`src/rtl/irql_pkg.sv`:
```
package irql_pkg;
  parameter int unsigned IRQL_LINES = 8;

  typedef enum logic {
    TRIG_EDGE  = 1'b0,
    TRIG_LEVEL = 1'b1
  } trig_e;
endpackage

```
`src/rtl/irql_mode_reg.sv`:
```
module irql_mode_reg #(
  parameter int unsigned W = 8,
  parameter logic [W-1:0] MASK = '1
) (
  input  logic         clk,
  input  logic         rst_n,
  input  logic         we,
  input  logic [W-1:0] wdata,
  output logic [W-1:0] mode
);
  logic [W-1:0] mode_q;

  always_ff @(posedge clk) begin
    if (!rst_n)  mode_q <= '0;
    else if (we) mode_q <= wdata & MASK;
  end

  assign mode = mode_q;

  // A write lands filtered by the mask
  p_store_masked_r2: assert property (@(posedge clk) disable iff (!rst_n)
    we |=> (mode == ($past(wdata) & MASK)));
  // Without a write the register holds
  p_hold_r2: assert property (@(posedge clk) disable iff (!rst_n)
    !we |=> $stable(mode));
endmodule

```
`src/rtl/irql_ack_dec.sv`:
```
module irql_ack_dec #(
  parameter int unsigned W  = 8,
  parameter int unsigned IW = 3
) (
  input  logic          clk,
  input  logic          rst_n,
  input  logic          ack_valid,
  input  logic [IW-1:0] ack_line,
  output logic [W-1:0]  hit
);
  for (genvar g = 0; g < W; g++) begin : g_hit
    assign hit[g] = ack_valid && (ack_line == IW'(g));
  end

  // At most one line is acknowledged at a time
  p_single_hit_r6: assert property (@(posedge clk) disable iff (!rst_n)
    $onehot0(hit));
  // No strobe, no hit
  p_no_stray_hit_r6: assert property (@(posedge clk) disable iff (!rst_n)
    !ack_valid |-> (hit == '0));
endmodule

```
`src/rtl/irql_line_cell.sv`:
```
module irql_line_cell
  import irql_pkg::*;
(
  input  logic  clk,
  input  logic  rst_n,
  input  trig_e trig,
  input  logic  req,
  input  logic  ack_hit,
  output logic  pend
);
  logic pend_q, prev_q;
  logic rise;

  assign rise = req && !prev_q;

  always_ff @(posedge clk) begin
    if (!rst_n) begin
      pend_q <= 1'b0;
      prev_q <= 1'b0;
    end else begin
      prev_q <= req;
      if (trig == TRIG_LEVEL)  pend_q <= req;
      else if (rise)           pend_q <= 1'b1;
      else if (ack_hit)        pend_q <= 1'b0;
    end
  end

  assign pend = pend_q;

  // Level lines mirror the input one clock later
  p_level_follow_r3: assert property (@(posedge clk) disable iff (!rst_n)
    (trig == TRIG_LEVEL) |=> (pend == $past(req)));
  // A rising edge latches a request, even beside an acknowledge
  p_edge_set_r4: assert property (@(posedge clk) disable iff (!rst_n)
    ((trig == TRIG_EDGE) && req && !prev_q) |=> pend);
  // Acknowledge without a new edge clears an edge line
  p_ack_clear_r6: assert property (@(posedge clk) disable iff (!rst_n)
    ((trig == TRIG_EDGE) && ack_hit && !(req && !prev_q)) |=> !pend);
  // Otherwise an edge line holds its request
  p_edge_hold_r5: assert property (@(posedge clk) disable iff (!rst_n)
    ((trig == TRIG_EDGE) && !ack_hit && !(req && !prev_q)) |=> $stable(pend));
endmodule

```
`src/rtl/irq_req_latch.sv`:
```
module irq_req_latch
  import irql_pkg::*;
#(
  parameter int unsigned NUM_LINES = IRQL_LINES,
  parameter logic [NUM_LINES-1:0] WRITE_MASK = 8'hF8,
  localparam int unsigned IDX_W = (NUM_LINES > 1) ? $clog2(NUM_LINES) : 1
) (
  input  logic                 clk,
  input  logic                 rst_n,
  input  logic [NUM_LINES-1:0] irq_in,
  input  logic                 cfg_we,
  input  logic [NUM_LINES-1:0] cfg_wdata,
  output logic [NUM_LINES-1:0] cfg_rdata,
  input  logic                 ack_valid,
  input  logic [IDX_W-1:0]     ack_line,
  output logic [NUM_LINES-1:0] pend_o,
  output logic [NUM_LINES-1:0] mode_o
);
  logic [NUM_LINES-1:0] mode;
  logic [NUM_LINES-1:0] hit;

  irql_mode_reg #(.W(NUM_LINES), .MASK(WRITE_MASK)) u_mode (
    .clk   (clk),
    .rst_n (rst_n),
    .we    (cfg_we),
    .wdata (cfg_wdata),
    .mode  (mode)
  );

  irql_ack_dec #(.W(NUM_LINES), .IW(IDX_W)) u_ack (
    .clk       (clk),
    .rst_n     (rst_n),
    .ack_valid (ack_valid),
    .ack_line  (ack_line),
    .hit       (hit)
  );

  for (genvar i = 0; i < NUM_LINES; i++) begin : g_line
    irql_line_cell u_cell (
      .clk     (clk),
      .rst_n   (rst_n),
      .trig    (trig_e'(mode[i])),
      .req     (irq_in[i]),
      .ack_hit (hit[i]),
      .pend    (pend_o[i])
    );
  end

  assign mode_o    = mode;
  assign cfg_rdata = mode;

  // Fixed-mode lines never leave edge mode
  p_fixed_bits_r2: assert property (@(posedge clk) disable iff (!rst_n)
    (mode_o & ~WRITE_MASK) == '0);
  // Read port and mode vector agree
  p_read_match_r2: assert property (@(posedge clk) disable iff (!rst_n)
    cfg_rdata == mode_o);
endmodule

```
`config.mk`:
```
export PLATFORM = sky130hd
export DESIGN_NAME = irq_req_latch
export DESIGN_NICKNAME = d
export VERILOG_FILES = /design/src/rtl/irql_pkg.sv /design/src/rtl/irql_mode_reg.sv /design/src/rtl/irql_ack_dec.sv /design/src/rtl/irql_line_cell.sv /design/src/rtl/irq_req_latch.sv
export SDC_FILE = /design/constraint.sdc
export NUM_CORES = 1
export LEC_CHECK = 0
export BUFFER_PORTS_ARGS = -buffer_cell sky130_fd_sc_hd__buf_2
export CORE_MARGIN = 10
export CORE_UTILIZATION = 45
export CTS_CLUSTER_SIZE = 25
export DETAILED_ROUTE_END_ITERATION = 8
export PLACE_DENSITY = 0.76
export RECOVER_POWER = 100
export SETUP_SLACK_MARGIN = 0.1
export SLEW_MARGIN = 20
export SYNTH_ARGS = -nofsm -noshare
export SYNTH_HDL_FRONTEND = slang
export SYNTH_SLANG_ARGS = --single-unit
```
`constraint.sdc`:
```
create_clock -name clk -period 1.1 [get_ports clk]
set_clock_uncertainty 0.05 [all_clocks]
set_input_delay 0.055 -clock clk [delete_from_list [all_inputs] [get_ports clk]]
set_output_delay 0.055 -clock clk [all_outputs]
set_load 0.01 [all_outputs]
```
# --- Yosys cells after proc, flatten, opt, wreduce, memory -nomap -nowiden ---
# Cells that the tools add are included.
word_totals:
  regBits: 21
  latchBits: 0
  ramBits: 0
  mem_bits_ro: 0
  inputBits: 23
  output_inout_bits: 24
  n_memories: 0
op_classes:
  add_sub_neg: 0
  mul: 0
  n_div: 0
  magnitude_cmp: 0
  eq_ne: 7
  shifts: 0
  muxes: 21
  n_bitwise: 0
  n_reduce_logical: 33
ops:
  columns: ["cell", "count"]
  rows:
  - ["$mux W1", 21]
  - ["$logic_and A1 B1 Y1", 16]
  - ["$reduce_bool A3 Y1", 5]
  - ["$eq A3 B3 Y1 const B", 4]
  - ["$logic_not A1 Y1", 8]
  - ["$eq A3 B2 Y1 const B", 2]
  - ["$reduce_bool A2 Y1", 3]
  - ["$eq A3 B1 Y1 const B", 1]
  - ["$logic_not A3 Y1", 1]

# --- Logic depth before layout (Yosys ltp) ---
depth:
  word_depth: 5
  mapped_depth: 3

# --- Cells and area by module ---
# A second synthesis with hierarchy kept.
unflattened:
  cells_unflattened: 84
  area_unflattened_um2: 955.9
by_module_without_submodules:
  columns: ["mod", "n_inst", "cells_each", "area_each_um2", "seq_area_each_um2"]
  rows:
  - ["irql_line_cell", 8, 6, 72.6, 40.0]
  - ["irql_mode_reg", 1, 20, 219.0, 100.1]
  - ["irql_ack_dec", 1, 8, 96.3, 0.0]
  - ["irq_req_latch", 1, 8, 60.1, 0.0]

# --- Least setup slack after synthesis ---
# OpenSTA, ideal clock, no wires.
synth_path:
  kind: "register -> register"
  from: "reg u_mode.mode_q[3] (netlist: u_mode.mode[3])"
  to: "reg g_line[3].u_cell.pend_q"
  setup_ps: 117
  arrival_time_ps: 638
  required_ps: 933
  path_slack_ps: 294
  path_stages_with_launch: 3
  n_path_buf: 0
  period_less_slack_ps: 806
  path_cell_list: "dfxtp_1 > nand2b_1 > a32o_1"
synth_via:
  elab_chain_cells: 1
  elab_cells_between_ends: 2
  cone_classes: "1 x mux; 1 x reduce/logical"
synth_rtl:
  columns: ["element", "line_no", "source"]
  rows:
  - ["from (decl)", "irql_mode_reg.sv:11", "logic [W-1:0] mode_q;"]
  - ["from (signal assigned)", "irql_mode_reg.sv:15", "else if (we) mode_q <= wdata & MASK;"]
  - ["$reduce_bool A3 Y1 (no line) / $mux W1 (equally long branches)", null, null]
  - ["to (signal assigned)", "irql_line_cell.sv:22", "if (trig == TRIG_LEVEL) pend_q <= req;"]
  - ["to (decl)", "irql_line_cell.sv:11", "logic pend_q, prev_q;"]
# Parallel ways exist; a longest one is shown, timed or not.
# A chain may end at the register's enable or synchronous reset.

# --- Worst setup path after layout ---
layout_path:
  from: "reg u_mode.mode_q[6] (netlist: u_mode.mode[6])"
  to: "out cfg_rdata[6]"
layout_lines:
  columns: ["element", "line_no", "source"]
  rows:
  - ["to (decl)", "irq_req_latch.sv:13", "output logic [NUM_LINES-1:0] cfg_rdata,"]
# No word-level cell between the ends.

==> impl_metrics.json <==
{
  "firstDrtPassIters": 4,
  "insertion_delay_ns": 0.29,
  "yosysTopAreaCellShare_pct": 42.2,
  "post-route-util_pct": 57.0,
  "path_clk_slew_ns": 0.11,
  "path_delay_family": "flip-flops",
  "synth-seq-area-share_pct": 42.2,
  "powerDensity_nw_per_um2": 1250,
  "syn_area_um2": 997,
  "cp_slowest_stage_delay_ns": 0.40,
  "avgRoutedWirePerCell_um": 12.7,
  "dp_hpwl_um": 1520,
  "area_growth_pct": 16.7,
  "drc": 0,
  "whs_ns": 0.0613,
  "end_kind": "output port",
  "max_freq_mhz": 1030,
  "fin_area_um2": 1160,
  "crit_required_ns": 1.00,
  "track_usage_pct": 8.57,
  "cp.arrival_ns": 0.87,
  "grt_pass1_vias": 694,
  "start_util_pct": 48.8,
  "synthCells": 100,
  "numCtsBuffers": 3,
  "synth_area_leaders": "dfxtp_1 42%, buf_4 19%, nor2b_1 6.3%",
  "numPortBuffers": 37,
  "p_leak_nw": 0.505,
  "die_x_um": 67.1,
  "core_um2": 2040,
  "clock-sinks": 21,
  "yosys_warnings": 0,
  "fin_crit_sh_pct": 88.3,
  "layout_common_cells": "20 x dfxtp_1, 20 x buf_2, 17 x clkbuf_1",
  "hp-class": "input pin to flop",
  "dr_total_vias": 700,
  "num_rows": 16,
  "fin_crit_ns": 0.971,
  "slew_viol_final": 0,
  "grt_max_degree": 24,
  "drv_cap": 0,
  "critPathKind": "flop to output port",
  "overflow": 0,
  "place_area_um2": 1040,
  "synth_area_leader_cell": "dfxtp_1",
  "die_y_um": 67.1,
  "viasPerCell": 4.40,
  "grt_pass1_wl_um": 3040,
  "cp_max_fo": 5,
  "h-tree-depth": 1,
  "drive_gt1_share_pct": 20.5,
  "num_io_pins": 47,
  "synth_area_per_cell_um2": 9.97,
  "tns_ns": 0,
  "path_cells": "clkbuf_1",
  "dieArea_um2": 4500,
  "cts_tree": "done",
  "antenna_cells": 0,
  "startpoint_type": "flop",
  "rsz0062_at_grt": "false",
  "finalHoldViolCount": 0,
  "fillCellCount": 200,
  "peakVddDrop_mv": 0.767,
  "cts_root_buf": "clkbuf_4",
  "fin_nets": 156,
  "ys_ff_latch": 21,
  "ant_nets": 0,
  "status": "finished, final reports clean",
  "gp_congestion": 0.740,
  "setup_viol": 0,
  "crit_buf_inv": 1,
  "antenna_found_initial": 0,
  "clock_path_buffers": 2,
  "wl_um": 2010,
  "yosysUniqueCellTypes": 22,
  "slowest_stage": "dfxtp_1",
  "initialDrtViolationCount": 27
}
-- synth_stat cells --
cell,n
a32o_1,4
and2_1,4
and2_4,2
and4bb_1,1
and4bb_2,2
buf_2,1
buf_4,25
clkbuf_1,1
conb_1,1
dfxtp_1,21
inv_1,2
mux2i_1,5
nand2_1,6
nand2b_1,4
nand3b_1,2
nand4_1,1
nand4b_1,3
nor2b_1,10
nor4b_1,1
o21ai_0,2
o22ai_1,1
o32ai_2,1
-- layer usage --
metal | part of all wire (%) | vias up | track usage [%]
li1 | - | 374 | -
met1 | 43 | 295 | 8.83
met2 | 44 | 29 | 14.3
met3 | 13 | 2 | 5.69
met4 | 0.40 | 0 | 1.54
met5 | 0 | - | 0
-- state kept, by name (all words and copies together) (netlist names) --
register / cells
g_line.u_cell.prev_q: 8
u_mode.mode: 5
g_line.u_cell.pend: 8
-- power by group --
part	internal [mW]	total (mW)	switching, mW
clock network	0.141	0.354	0.212
logic	0.131	0.256	0.125
registers	0.816	0.844	0.0281
-- final timing paths --
check             cells after the start               endpoint                     from  slack, ns
setup / recovery                      1           cfg_rdata[6]           u_mode.mode[6]       0.13
hold / removal                        3  g_line[0].u_cell.pend              ack_line[1]       0.06
setup reg to reg                      2  g_line[5].u_cell.pend           u_mode.mode[5]       0.25
hold reg to reg                       1  g_line[0].u_cell.pend  g_line[0].u_cell.prev_q       0.39
-- final cells by class --
class                   count  area (um2)  share of cell area, %
clock buffers               4        26.3                   2.26
inverters                   2        7.51                  0.645
well taps                  27        33.8                   2.90
repair buffers             50         295                   25.4
flip-flops and latches     21         422                   36.2
multi-input cells          55         379                   32.6
-- kinds of logic after synthesis --
kind of cell,after synthesis,share of synthesized area [%]
buffers and inverters,29,20.5
and+or+nand+nor,36,24.7
DFF,21,42.2
AOI/OAI and AO/OA,8,7.28
muxes,5,5.02
other,1,0.376
-- stage by stage --
step | total power [mW] | setup WS [ns] | instances
finish | 1.45 | 0.129 | 159
global route | 1.54 | 0.0625 | 159
CTS | 1.49 | 0.111 | 159
detailed placement | 1.10 | 0.239 | 142
global placement | 1.09 | 0.249 | 142
floorplan | 1.08 | 0.294 | 105
-- what timing repair did --
action / 4_1_cts / 5_1_grt
resized for setup: 0 / 3
hold buffers: 13 / 0
endpoints found under the setup margin: 0 / 6
buffers inserted: 0 / 0
hold endpoints to repair: 16 / 0
(Power assumes the default switching activity.)
